--- src/rtl/strobe_rx_pkg.sv ---
package strobe_rx_pkg;

    typedef enum logic [1:0] {
        PAR_NONE  = 2'd0,
        PAR_ODD   = 2'd1,
        PAR_EVEN  = 2'd2,
        PAR_NONE2 = 2'd3
    } par_mode_e;

    // Bit order gives err_o[0]=parity ... err_o[3]=word count
    typedef struct packed {
        logic cnt;
        logic ovr;
        logic frm;
        logic par;
    } rx_err_t;

    localparam int unsigned ERR_W = $bits(rx_err_t);

    function automatic logic par_enabled(input par_mode_e m);
        return (m == PAR_ODD) || (m == PAR_EVEN);
    endfunction

    // data_x: xor of data bits, pbit: received parity bit
    function automatic logic parity_bad(input par_mode_e m, input logic data_x,
                                        input logic pbit);
        logic total;
        total = data_x ^ pbit;
        case (m)
            PAR_ODD:  return (total == 1'b0);
            PAR_EVEN: return (total == 1'b1);
            default:  return 1'b0;
        endcase
    endfunction

endpackage

--- src/rtl/rx_sync.sv ---
module rx_sync #(
    parameter int unsigned W      = 4,
    parameter int unsigned STAGES = 2
) (
    input  logic         clk,
    input  logic         rst,
    input  logic [W-1:0] d_i,
    output logic [W-1:0] q_o
);
    logic [W-1:0] chain [STAGES+1];

    assign chain[0] = d_i;

    for (genvar g = 0; g < STAGES; g++) begin : g_stage
        always_ff @(posedge clk) begin
            if (rst) chain[g+1] <= '0;
            else     chain[g+1] <= chain[g];
        end
    end

    assign q_o = chain[STAGES];
endmodule

--- src/rtl/rx_deframer.sv ---
module rx_deframer
    import strobe_rx_pkg::*;
#(
    parameter int unsigned DATA_W = 16
) (
    input  logic              clk,
    input  logic              rst,
    input  logic              bit_stb_i,
    input  logic              bit_val_i,
    input  logic              flush_i,
    input  par_mode_e         par_mode_i,
    output logic              done_o,
    output logic [DATA_W-1:0] data_o,
    output logic              par_err_o,
    output logic              partial_o
);
    localparam int unsigned BC_W = $clog2(DATA_W + 2);

    logic [BC_W-1:0]   bit_cnt, cnt_nxt, last_idx;
    logic [DATA_W-1:0] shreg;
    logic              par_on, is_last;

    always_comb begin
        par_on    = par_enabled(par_mode_i);
        last_idx  = par_on ? BC_W'(DATA_W) : BC_W'(DATA_W - 1);
        is_last   = bit_stb_i && (bit_cnt == last_idx);
        data_o    = par_on ? shreg : {bit_val_i, shreg[DATA_W-1:1]};
        par_err_o = par_on && parity_bad(par_mode_i, ^shreg, bit_val_i);
        done_o    = is_last;
        if (bit_stb_i) cnt_nxt = is_last ? '0 : bit_cnt + 1'b1;
        else           cnt_nxt = bit_cnt;
        partial_o = (cnt_nxt != '0);
    end

    always_ff @(posedge clk) begin
        if (rst) begin
            bit_cnt <= '0;
            shreg   <= '0;
        end else begin
            bit_cnt <= flush_i ? '0 : cnt_nxt;
            if (bit_stb_i && (bit_cnt < BC_W'(DATA_W)))
                shreg <= {bit_val_i, shreg[DATA_W-1:1]};
        end
    end
endmodule

--- src/rtl/rx_status.sv ---
module rx_status
    import strobe_rx_pkg::*;
#(
    parameter int unsigned DATA_W = 16,
    parameter int unsigned CNT_W  = 16
) (
    input  logic              clk,
    input  logic              rst,
    input  logic              done_i,
    input  logic [DATA_W-1:0] data_i,
    input  logic              par_err_i,
    input  logic              partial_i,
    input  logic              msg_start_i,
    input  logic              msg_end_i,
    input  logic              fifo_full_i,
    input  logic [CNT_W-1:0]  exp_count_i,
    input  logic [ERR_W-1:0]  clr_err_i,
    output logic              fifo_wr_o,
    output logic [DATA_W-1:0] fifo_data_o,
    output rx_err_t           err_o,
    output logic [CNT_W-1:0]  word_cnt_o,
    output logic              eom_o
);
    rx_err_t          set_e;
    logic [CNT_W-1:0] cnt_inc;

    always_comb begin
        cnt_inc   = (done_i && !(&word_cnt_o)) ? word_cnt_o + 1'b1 : word_cnt_o;
        set_e.par = done_i && par_err_i;
        set_e.ovr = done_i && fifo_full_i;
        set_e.frm = msg_end_i && partial_i;
        set_e.cnt = msg_end_i && (exp_count_i != '0) && (cnt_inc != exp_count_i);
    end

    always_ff @(posedge clk) begin
        if (rst) begin
            fifo_wr_o   <= 1'b0;
            fifo_data_o <= '0;
            err_o       <= '0;
            word_cnt_o  <= '0;
            eom_o       <= 1'b0;
        end else begin
            fifo_wr_o <= done_i && !fifo_full_i;
            if (done_i) fifo_data_o <= data_i;
            err_o      <= (err_o & ~rx_err_t'(clr_err_i)) | set_e;
            word_cnt_o <= msg_start_i ? '0 : cnt_inc;
            eom_o      <= msg_end_i;
        end
    end
endmodule

--- src/rtl/strobe_word_rx.sv ---
module strobe_word_rx
    import strobe_rx_pkg::*;
#(
    parameter int unsigned DATA_W      = 16,
    parameter int unsigned CNT_W       = 16,
    parameter int unsigned SYNC_STAGES = 2
) (
    input  logic              clk,
    input  logic              rst,
    input  logic              ser_clk_i,
    input  logic              ser_dat_i,
    input  logic              ser_stb_i,
    input  logic              user_bit_i,
    input  logic [1:0]        par_mode_i,
    input  logic [CNT_W-1:0]  exp_count_i,
    input  logic [3:0]        clr_err_i,
    input  logic              fifo_full_i,
    output logic              fifo_wr_o,
    output logic [DATA_W-1:0] fifo_data_o,
    output logic [3:0]        err_o,
    output logic [CNT_W-1:0]  word_cnt_o,
    output logic              eom_irq_o,
    output logic              user_bit_o
);
    logic [3:0] raw_in, syn;
    logic       sclk_q, sdat_q, sstb_q;
    logic       sclk_d, sstb_d;
    logic       sclk_fall, stb_rise, stb_fall, bit_stb;
    logic       word_done, par_err, partial;
    logic [DATA_W-1:0] word_data;
    rx_err_t    err_s;

    assign raw_in = {user_bit_i, ser_stb_i, ser_dat_i, ser_clk_i};

    rx_sync #(.W(4), .STAGES(SYNC_STAGES)) u_sync (
        .clk(clk), .rst(rst), .d_i(raw_in), .q_o(syn)
    );

    assign sclk_q     = syn[0];
    assign sdat_q     = syn[1];
    assign sstb_q     = syn[2];
    assign user_bit_o = syn[3];

    always_ff @(posedge clk) begin
        if (rst) begin
            sclk_d <= 1'b0;
            sstb_d <= 1'b0;
        end else begin
            sclk_d <= sclk_q;
            sstb_d <= sstb_q;
        end
    end

    assign sclk_fall = sclk_d && !sclk_q;
    assign stb_rise  = sstb_q && !sstb_d;
    assign stb_fall  = sstb_d && !sstb_q;
    // strobe as seen one sample earlier qualifies the bit
    assign bit_stb   = sclk_fall && sstb_d;

    rx_deframer #(.DATA_W(DATA_W)) u_defr (
        .clk(clk), .rst(rst),
        .bit_stb_i(bit_stb), .bit_val_i(sdat_q),
        .flush_i(stb_rise || stb_fall),
        .par_mode_i(par_mode_e'(par_mode_i)),
        .done_o(word_done), .data_o(word_data),
        .par_err_o(par_err), .partial_o(partial)
    );

    rx_status #(.DATA_W(DATA_W), .CNT_W(CNT_W)) u_stat (
        .clk(clk), .rst(rst),
        .done_i(word_done), .data_i(word_data), .par_err_i(par_err),
        .partial_i(partial), .msg_start_i(stb_rise), .msg_end_i(stb_fall),
        .fifo_full_i(fifo_full_i), .exp_count_i(exp_count_i),
        .clr_err_i(clr_err_i),
        .fifo_wr_o(fifo_wr_o), .fifo_data_o(fifo_data_o),
        .err_o(err_s), .word_cnt_o(word_cnt_o), .eom_o(eom_irq_o)
    );

    assign err_o = err_s;
endmodule

--- config.mk ---
export PLATFORM = sky130hd
export DESIGN_NAME = strobe_word_rx
export DESIGN_NICKNAME = d
export VERILOG_FILES = /design/src/rtl/strobe_rx_pkg.sv /design/src/rtl/rx_sync.sv /design/src/rtl/rx_deframer.sv /design/src/rtl/rx_status.sv /design/src/rtl/strobe_word_rx.sv
export SDC_FILE = /design/constraint.sdc
export NUM_CORES = 1
export LEC_CHECK = 0
export BUFFER_PORTS_ARGS = -buffer_cell sky130_fd_sc_hd__buf_4
export CAP_MARGIN = 10
export CORE_MARGIN = 2
export CORE_UTILIZATION = 45
export CTS_CLUSTER_DIAMETER = 40
export DETAILED_ROUTE_END_ITERATION = 6
export PLACE_DENSITY_LB_ADDON = 0.15
export SYNTH_ARGS = -nofsm -noshare
export SYNTH_HDL_FRONTEND = slang
export SYNTH_SLANG_ARGS = --single-unit
--- constraint.sdc ---
create_clock -name clk -period 9 [get_ports clk]
set_input_delay 1.35 -clock clk [delete_from_list [all_inputs] [get_ports clk]]
set_output_delay 1.35 -clock clk [all_outputs]
set_load 0.1 [all_outputs]
==> key figures <==
Outcome
  – Outcome: completed

Timing
  – Worst slew margin: 26.7%
  – Tcrit/Tclk final: 44.1%
  – Unrepaired setup endpoints after global routing: no
  – Fin Setup TNS: 0 ns
  – Worst-Margin Slew: 1.10 ns
  – Post-layout min period: 3.97 ns
  – Layout Skew: 0.0148 ns
  – Hold Vio Cnt, Final: 0
  – FMAX: 252 MHz
  – Setup violators final: 0
  – Slew Viols, Final: 0
  – Hold_ws: 0.441 ns

Detailed routing
  – Vias per cell: 5.64
  – Wire per inst: 16.2 um
  – Vias after detailed routing: 3406
  – DR iter-0 viols: 144
  – # DRC: 0
  – TritonRoute pass-1 iters: 5
  – Routed Antenna Nets: 0
  – Final Routed Wirelength: 9800 um

Yosys
  – Area fraction in and, or, nand and nor cells after synthesis: 27.8%
  – Proportion of netlist area held by the largest area contributor: 36.6%
  – Largest family of logic cells by synthesized area: simple AND/OR/NAND/NOR gates
  – Sequential share of the synthesized area: 36.6%
  – Synth Register Bits: 69
  – Syn Nets: 478
  – Yosys warns: 0
  – Adder-cell share of the synthesized area: 1.99%
  – Number of synthesized flops with an enable pin: 0
  – Synthesized area: 3770 um^2
  – Synth area leaders: dfxtp_1, xnor2_1, nand2_1
  – Post-synth top flop: dfxtp_1
  – Syn Area/Cell: 8.52 um^2
  – Synth unique cells: 56
  – Synth area leader: dfxtp_1
  – Post-synthesis mux area share: 4.54%
  – Post-Syn Instances: 443
  – Ys async rst share: 0%
  – Area fraction in compound gates after synthesis: 14.1%
  – Synth Area in XOR/XNOR: 10.8%

Clock network
  – Setup repair bufs after CTS: 0
  – Post-cts resize count: 0
  – Clock root buffer: clkbuf_8
  – Clock sink count: 69
  – Hold_buf cts: 0
  – Worst skew pair latency: 0.35 ns
  – CTS clk-pin slew, worst paths: 0.08 ns
  – Num CTS Buffers: 9
  – Clock buffer depth: 2
  – CTS tree: yes
  – CTS H-Tree Depth: 3

Setup path
  – CP Max Fanout: 18
  – WP data required: 9.22 ns
  – Worst r2r dst: u_stat.err_o[3]
  – R2R cell count: 8
  – Worst setup EP type: register
  – Worst flop-to-flop path startpoint: u_stat.word_cnt_o[0]
  – Startpoint type of the worst setup path: input port
  – WP data arrival: 4.19 ns
  – R2R setup slack: 6.00 ns
  – Cells along the critical path: buf_4 -> inv_1 -> ha_1 -> buf_4 -> or4_4 -> o22a_4 -> or4_4 -> xnor2_1 -> a2111oi_0 -> a311oi_1
  – Crit path max-delay cell type: or4_4
  – Max stage delay on crit path: 0.57 ns
  – Crit Path Category: in -> reg

Floorplanning
  – DIE WIDTH: 95.6 um
  – Row cnt: 33
  – Core Region: 8180 um^2
  – Die area: 9140 um^2
  – Die Span Y: 95.6 um
  – IO Pins: 68
  – Starting density of the core: 46.2%

Power
  – Clock power frac: 40.1%
  – Sequential power share: 52.4%
  – LEAKAGE: 1.61 nW
  – Cell Int Power: 0.442 mW
  – P_sw: 0.146 mW
  – VDD IR max: 0.0936 mV
  – PD cells: 131 nW/um^2
  – Sw frac: 24.8%
  – Power share of the combinational group: 7.5%

Placement
  – Placed insts: 588
  – GP Congestion: 1.03
  – Post-DP HPWL: 7070 um
  – I/O Buffers: 67

Cells and area
  – Layout Nets: 529
  – Final Non-Filler Cells: 604
  – N_diodes: 0
  – Final Core Density: 54.9%
  – Area Growth Syn to Fin: 18.9%
  – Share of cells above drive strength 1: 20.0%
  – Most frequent cells in the layout: buf_4, dfxtp_1, nand2_1

Hold path
  – Hold Path Stages: 1
  – Tightest Hold Check Type: reg -> reg
  – Hold Path Sink: u_sync.q_o[2]
  – Worst hold start: u_sync.chain[6]

GRT
  – Antenna violations before repair: 0
  – All-Layer GR Usage: 21.9%
  – Largest net degree at the start of global routing: 51
  – First-pass GRT wire length: 15400 um
  – Total gr overflow: 0
  – Vias in the first global route: 3191

Job
  – Max-cap check violation count: 0
[cell families after synthesis]
logic type | Yosys count
AO/OA/AOI/OAI | 77
multiplexers | 17
flip-flops | 69
buffers and inverters | 37
AND/OR/NAND/NOR | 192
XOR/XNOR | 45
adder cells (fa/ha/maj) | 6
[power groups by stage]
stage / combinational (mW) / clock [mW] / sequential [mW]
after global placement: 0.0437 / 0 / 0.315
final: 0.0440 / 0.236 / 0.308
after detailed placement: 0.0437 / 0 / 0.315
after global routing: 0.0471 / 0.253 / 0.308
after CTS: 0.0439 / 0.242 / 0.308
after floorplan: 0.0240 / 0 / 0.317
[layer usage]
metal	global-route usage [%]	up-vias	wire [um]	part of all wire [%]
li1	-	1676	-	-
met1	27.8	1596	4290	44
met2	35.1	105	4590	47
met3	4.19	29	561	5.7
met4	11.8	0	357	3.6
met5	0	-	0	0
[cells in the mapped netlist, types with 8 or more instances]
master,instances
nand4_1,12
a211oi_1,17
nor2b_1,15
mux2i_1,16
inv_1,8
dfxtp_1,69
nor2_1,48
nand3_1,16
nand2b_1,9
nand2_1,52
clkbuf_1,25
xor2_1,13
a21oi_1,30
xnor2_1,31
and4_1,8
[worst max-delay path: cells and delay by family]
| kind | cells | cell delay, ns |
|---|---|---|
| xor+xnor | 1 | 0.15 |
| simple gates | 2 | 1.13 |
| compound gates | 3 | 0.93 |
| buf+inv | 3 | 0.35 |
| fa+ha+maj | 1 | 0.27 |
[through the flow]
step | power [mW] | worst slack (ns) | area (um^2)
4_1_cts | 0.593 | 5.03 | 4490
2_1_floorplan | 0.341 | 5.07 | 3770
5_1_grt | 0.608 | 4.91 | 4490
6_report | 0.588 | 5.03 | 4490
3_5_place_dp | 0.359 | 4.65 | 4300
3_3_place_gp | 0.359 | 4.63 | 4300
[worst max path at each step]
| stage | startpoint | to | slack [ns] | cells after the start |
|---|---|---|---|---|
| floorplan | par_mode_i[0] | u_stat.err_o[3] | 5.07 | 9 |
| global placement | par_mode_i[0] | u_stat.err_o[3] | 4.63 | 10 |
| detailed placement | par_mode_i[0] | u_stat.err_o[3] | 4.65 | 10 |
| CTS | par_mode_i[0] | u_stat.err_o[3] | 5.03 | 10 |
| global route | par_mode_i[0] | u_stat.err_o[3] | 4.91 | 11 |
| finish | par_mode_i[0] | u_stat.err_o[3] | 5.03 | 10 |
[flip-flops by register name (all words and copies together) (netlist names)]
name,cells
u_defr.bit_cnt,5
u_sync.q_o,4
sclk_d,1
u_defr.shreg,16
u_stat.eom_o,1
u_stat.fifo_wr_o,1
sstb_d,1
u_stat.fifo_data_o,16
u_sync.chain,4
u_stat.word_cnt_o,16
u_stat.err_o,4
[cell type report]
cell class                 count  area [um^2]
clock buffer                  11          151
clock inverter                 5         35.0
fill                         782         3690
inverter                       8         30.0
multi-input combinational    337         2240
sequential                    69         1380
tap                          105          131
timing repair buffer          69          518
No activity file was read; power rests on OpenSTA's default activity.
